$ cat src/rtl/sticky_irq_pkg.sv
package sticky_irq_pkg;
  localparam int NUM_LINES = 4;
  localparam int CTRL_W    = 4;
  localparam int RST_EVT   = 6;

  typedef enum logic [1:0] {
    ADDR_STATUS  = 2'd0,
    ADDR_ENABLE  = 2'd1,
    ADDR_CONTROL = 2'd2,
    ADDR_PINS    = 2'd3
  } regAddr_e;

  typedef struct packed {
    logic wrStatus;
    logic wrEnable;
    logic wrControl;
  } regStrobe_t;
endpackage

$ cat src/rtl/sticky_irq_decode.sv
module sticky_irq_decode
  import sticky_irq_pkg::*;
(
  input  logic       clk,
  input  logic       rstN,
  input  logic       wrEn,
  input  logic [1:0] addr,
  output regStrobe_t strb
);
  always_comb begin
    strb = '0;
    if (wrEn) begin
      case (regAddr_e'(addr))
        ADDR_STATUS:  strb.wrStatus  = 1'b1;
        ADDR_ENABLE:  strb.wrEnable  = 1'b1;
        ADDR_CONTROL: strb.wrControl = 1'b1;
        default:      strb = '0;
      endcase
    end
  end

  // at most one register written per cycle; pin address writes nothing
  assert_strobe_onehot_R10: assert property (@(posedge clk) disable iff (!rstN)
    $onehot0({strb.wrStatus, strb.wrEnable, strb.wrControl}));
endmodule

$ cat src/rtl/sticky_irq_datapath.sv
module sticky_irq_datapath
  import sticky_irq_pkg::*;
#(
  parameter int NUM_EVT     = 8,
  parameter int SYNC_STAGES = 2
)(
  input  logic               clk,
  input  logic               rstN,
  input  regStrobe_t         strb,
  input  logic [1:0]         addr,
  input  logic [NUM_EVT-1:0] wrData,
  output logic [NUM_EVT-1:0] rdData,
  input  logic [NUM_LINES-1:0] intLineN,
  input  logic               busRstN,
  input  logic [NUM_EVT-1:0] localEvt,
  output logic               coreIrq,
  output logic               lineADrvEn,
  output logic               lineADrvVal,
  output logic               rstDrvEn,
  output logic               rstDrvVal
);
  localparam int PIN_W = NUM_LINES + 1;

  logic [PIN_W-1:0]   syncQ [SYNC_STAGES];
  logic [PIN_W-1:0]   pinLvl;
  logic [NUM_EVT-1:0] statusQ, enableQ, pinEvt, evtVec, clrVec;
  logic [CTRL_W-1:0]  ctrlQ;
  logic               dirA, reqA, dirRst, reqRst;

  assign dirA   = ctrlQ[0];
  assign reqA   = ctrlQ[1];
  assign dirRst = ctrlQ[2];
  assign reqRst = ctrlQ[3];

  // Pin synchronizer, idle level high
  always_ff @(posedge clk or negedge rstN) begin
    if (!rstN) begin
      for (int s = 0; s < SYNC_STAGES; s++) syncQ[s] <= '1;
    end else begin
      syncQ[0] <= {busRstN, intLineN};
      for (int s = 1; s < SYNC_STAGES; s++) syncQ[s] <= syncQ[s-1];
    end
  end
  assign pinLvl = syncQ[SYNC_STAGES-1];

  // A pin the block drives does not report its own level as an event
  always_comb begin
    pinEvt = '0;
    pinEvt[NUM_LINES-1:0] = ~pinLvl[NUM_LINES-1:0];
    pinEvt[0]       = ~pinLvl[0] & ~dirA;
    pinEvt[RST_EVT] = ~pinLvl[NUM_LINES] & ~dirRst;
  end

  assign evtVec = localEvt | pinEvt;
  assign clrVec = strb.wrStatus ? wrData : '0;

  always_ff @(posedge clk or negedge rstN) begin
    if (!rstN) begin
      statusQ <= '0;
      enableQ <= '0;
      ctrlQ   <= '0;
    end else begin
      statusQ <= (statusQ & ~clrVec) | evtVec;
      if (strb.wrEnable)  enableQ <= wrData;
      if (strb.wrControl) ctrlQ   <= wrData[CTRL_W-1:0];
    end
  end

  assign coreIrq     = |(statusQ & enableQ);
  assign lineADrvEn  = dirA & reqA;
  assign rstDrvEn    = dirRst & reqRst;
  assign lineADrvVal = 1'b0;
  assign rstDrvVal   = 1'b0;

  always_comb begin
    rdData = '0;
    case (regAddr_e'(addr))
      ADDR_STATUS:  rdData = statusQ;
      ADDR_ENABLE:  rdData = enableQ;
      ADDR_CONTROL: rdData[CTRL_W-1:0] = ctrlQ;
      default:      rdData[PIN_W-1:0]  = pinLvl;
    endcase
  end

  // a set bit survives unless a one was written to it
  assert_sticky_R1: assert property (@(posedge clk) disable iff (!rstN)
    1'b1 |=> ((($past(statusQ) & ~$past(clrVec)) & ~statusQ) == '0));
  // every event is visible in status on the next edge, even against a clear
  assert_event_wins_R3: assert property (@(posedge clk) disable iff (!rstN)
    1'b1 |=> (($past(evtVec) & ~statusQ) == '0));
  // the level interrupt cannot drop without a status or enable write
  assert_irq_level_R4: assert property (@(posedge clk) disable iff (!rstN)
    (coreIrq && !strb.wrStatus && !strb.wrEnable) |=> coreIrq);
  // drives only start after a control write
  assert_drive_start_R7: assert property (@(posedge clk) disable iff (!rstN)
    ($rose(lineADrvEn) || $rose(rstDrvEn)) |-> $past(strb.wrControl));
endmodule

$ cat src/rtl/sticky_irq_ctrl.sv
module sticky_irq_ctrl
  import sticky_irq_pkg::*;
#(
  parameter int NUM_EVT = 8
)(
  input  logic               clk,
  input  logic               rstN,
  input  logic               wrEn,
  input  logic [1:0]         addr,
  input  logic [NUM_EVT-1:0] wrData,
  output logic [NUM_EVT-1:0] rdData,
  input  logic [3:0]         intLineN,
  input  logic               busRstN,
  input  logic [NUM_EVT-1:0] localEvt,
  output logic               coreIrq,
  output logic               lineADrvEn,
  output logic               lineADrvVal,
  output logic               rstDrvEn,
  output logic               rstDrvVal
);
  regStrobe_t strb;

  sticky_irq_decode uDecode (
    .clk(clk), .rstN(rstN), .wrEn(wrEn), .addr(addr), .strb(strb)
  );

  sticky_irq_datapath #(.NUM_EVT(NUM_EVT), .SYNC_STAGES(2)) uPath (
    .clk(clk), .rstN(rstN), .strb(strb), .addr(addr), .wrData(wrData),
    .rdData(rdData), .intLineN(intLineN), .busRstN(busRstN),
    .localEvt(localEvt), .coreIrq(coreIrq), .lineADrvEn(lineADrvEn),
    .lineADrvVal(lineADrvVal), .rstDrvEn(rstDrvEn), .rstDrvVal(rstDrvVal)
  );
endmodule

$ cat config.mk
export PLATFORM = sky130hd
export DESIGN_NAME = sticky_irq_ctrl
export DESIGN_NICKNAME = d
export VERILOG_FILES = /design/src/rtl/sticky_irq_pkg.sv /design/src/rtl/sticky_irq_decode.sv /design/src/rtl/sticky_irq_datapath.sv /design/src/rtl/sticky_irq_ctrl.sv
export SDC_FILE = /design/constraint.sdc
export NUM_CORES = 1
export LEC_CHECK = 0
export ABC_AREA = 1
export BUFFER_PORTS_ARGS = -buffer_cell sky130_fd_sc_hd__buf_4
export CORE_UTILIZATION = 39
export DETAILED_ROUTE_END_ITERATION = 7
export GPL_TIMING_DRIVEN = 0
export PLACE_DENSITY = 0.65
export REMOVE_ABC_BUFFERS = 1
export SLEW_MARGIN = 20
export SYNTH_ARGS = -nofsm -noshare
export SYNTH_HDL_FRONTEND = slang
export SYNTH_HIERARCHICAL = 1
export SYNTH_SLANG_ARGS = --single-unit
$ cat constraint.sdc
create_clock -name clk -period 1.1 [get_ports clk]
set_input_delay 0.11 -clock clk [delete_from_list [all_inputs] [get_ports clk]]
set_output_delay 0.11 -clock clk [all_outputs]
set_load 0.01 [all_outputs]
==> impl_metrics.tcl <==
set metrics [dict create \
    cp.arrival_ns 1.20 \
    layout_setup_ws_ns -0.206 \
    rsz0062_at_grt "yes" \
    start_util 0.425 \
    yosysTopAreaCell "dfrtp_1" \
    async_reset_ff_frac 1.00 \
    cp.required_ns 0.99 \
    syn_area_per_cell_um2 8.69 \
    postLayoutCellArea_um2 1970 \
    grt_overflow 0 \
    synth_fa_ha_area_frac 0 \
    coreArea_um2 3150 \
    top_usage_layer "met2" \
    grt_pass1_vias 1199 \
    die_x_um 60.6 \
    synth-compound-area-share 0.0879 \
    layout.nets 243 \
    final_antenna_net_count 0 \
    wl_per_cell_um 12.3 \
    synth_top_family_by_area "simple AND/OR/NAND/NOR gates" \
    root_buffer "clkbuf_4" \
    power.density_nw_per_um2 1260 \
    timing.hold.ws_ns 0.244 \
    dp_worst_setup_slack_ns -0.358 \
    drt_wl_total_mm 3.22 \
    fin_skew_ns 0.00465 \
    drc_errors 0 \
    drive_gt1_frac 0.321 \
    grt_first_pass_wirelength_mm 5.07 \
    setup_viol 9 \
    path_depth 3 \
    yosys_register_bits 30 \
    grt_usage 0.196 \
    ys.flop_type "dfrtp_1" \
    crit_family "flip-flops" \
    dp_hpwl_mm 2.08 \
    synthDistinctLibCells 19 \
    grt.met3_usage 0.0448 \
    place_area_um2 1620 \
    antenna_found_initial 0 \
    area_growth_pct 47.1 \
    yosysSeqAreaShare 0.570 \
    tightest_slew_ns 0.544 \
    fp-row-count 20 \
    cts-htree-levels 2 \
    cpMaxStageDelayCell "dfstp_2" \
    synth_xor_xnor_area_share 0 \
    drt_iter0_drc 45 \
    multi_input_area_um2 500 \
    first_pass_iters 4 \
    pin_count 39 \
    worstPathCellList "nand3_2 -> nand4_1 -> buf_4" \
    seq_area_um2 763 \
    grt_use_met2 0.345 \
    numPortBuffers 36 \
    ir_drop_mv 0.972 \
    synth_simple_gate_area_frac 0.252 \
    clk_latency_ns 0.33 \
    path_class "flip-flop to primary output" \
    synth_edf_count 0 \
    cts_tree "done" \
    path_max_fanout 2 \
    maxCapViolations 0 \
    dieArea_um2 3670 \
    finalCritPeriodShare 1.19 \
    fin_util 0.625 \
    synth_top_area_frac 0.374 \
    r2r-start "uPath/ctrlQ[2]" \
    num_antenna_cells 0 \
    min_period_ns 1.31 \
    cts_sinks 30 \
    status "complete, but fails checks" \
    nFillCells 300 \
    die_h_um 60.6 \
    violations "setup timing" \
    synthMuxAreaShare 0 \
    netlist_top_cells_count "nand2_1 (49), dfrtp_1 (20), inv_1 (16)" \
    cts_max_path_buffers 2 \
    grt_util_met1 0.223 \
    path_clk_slew_ns 0.09 \
    grt_max_degree 31 \
    vias 1240 \
    relSlewSlack 0.637 \
    hold_path.class "input pin to asynchronous set/reset pin" \
    end_kind "primary output" \
    synth.most_common_cell "nand2_1" \
    cts_made_buffers 5 \
    yosys_warnings 6 \
    hold_viol 0 \
    critPathLaunchType "flip-flop" \
    gp_congestion 0.788 \
    cpPeakStageDelay_ns 0.56 \
    netlist_instances 154 \
    max_freq_mhz 766 \
    worstRegToRegCells 4 \
    slew_violations 0 \
    via_per_inst 4.73 \
    synth_area_um2 1340 \
    path_buf_inv 1 \
    p_leak_nw 0.920 \
    p_total_mw 2.49 \
    crit_path_start "uPath/pinLvl[0]" \
    synth_area_leaders "dfrtp_1 (37%), dfstp_2 (20%), nand2_1 (14%)" \
]
[cell type report]
cell class / instances / area share
Clock buffer: 7 / 0.0280
Clock inverter: 1 / 0.00254
Inverter: 17 / 0.0337
Multi-Input combinational cell: 102 / 0.254
Sequential cell: 30 / 0.388
Tap cell: 44 / 0.0280
Timing Repair Buffer: 61 / 0.266
[flip-flops by register name, indices dropped and copies added, names as in the netlist]
name,cells
uPath/enableQ,8
uPath/statusQ,8
uPath/pinLvl,5
uPath/syncQ,5
uPath/ctrlQ,4
[worst paths after layout]
kind | slack (ns) | end
min in group clk | 0.26 | uPath/ctrlQ[1]
max in group asynchronous | 0.54 | uPath/pinLvl[4]
hold / removal | 0.24 | uPath/enableQ[5]
setup / recovery | -0.21 | rdData[0]
setup reg to reg | 0.18 | uPath/ctrlQ[2]
hold reg to reg | 0.36 | uPath/pinLvl[2]
[layer usage]
metal / vias up / wire, um
met4: 0 / 14
li1: 618 / -
met3: 2 / 177
met5: - / 0
met1: 575 / 1420
met2: 45 / 1610
[cells in the final DEF (no fill, tap or decap), types with 4 or more instances in the layout]
cell type / netlist / layout
buf_4: 3 / 36
clkbuf_4: 0 / 5
dfrtp_1: 20 / 20
dfstp_2: 10 / 10
dlygate4sd3_1: 0 / 22
inv_1: 16 / 14
nand2_1: 49 / 48
nand3_1: 15 / 9
nand3_2: 0 / 6
nand4_1: 4 / 4
o21ai_0: 14 / 14
[per-stage QoR]
step / TNS [ns] / cells
floorplan: 0 / 149
global placement: -4.55 / 229
detailed placement: -4.53 / 229
CTS: -1.27 / 260
global route: -1.70 / 262
finish: -1.08 / 262
[worst reg2reg max path: stages, from the launching register on]
cell and delay, ns:
dfrtp_1 0.41, buf_4 0.14, buf_4 0.12, inv_1 0.04, o21ai_0 0.07
[report_power, final]
part | leakage, nW | internal [mW] | total [mW] | switching [mW]
logic | 0.560 | 0.273 | 0.524 | 0.251
clock network | 0.0353 | 0.309 | 0.671 | 0.362
registers | 0.325 | 1.22 | 1.29 | 0.0744
total | 0.920 | 1.80 | 2.49 | 0.687
[logic make-up (layout without fill, tap and decap cells)]
logic type / after synthesis / count (layout)
AO/OA/AOI/OAI: 22 / 22
AND/OR/NAND/NOR: 78 / 78
flip-flops: 30 / 30
other: 1 / 2
buffers and inverters: 23 / 86
[repair_timing]
item,in CTS,in global routing
resized for setup,6,8
setup buffers,1,2
setup endpoints to repair,12,21
hold buffers,22,0
pin swaps,12,5
endpoints found under the hold margin,52,0
No activity file was read; power rests on OpenSTA's default activity.
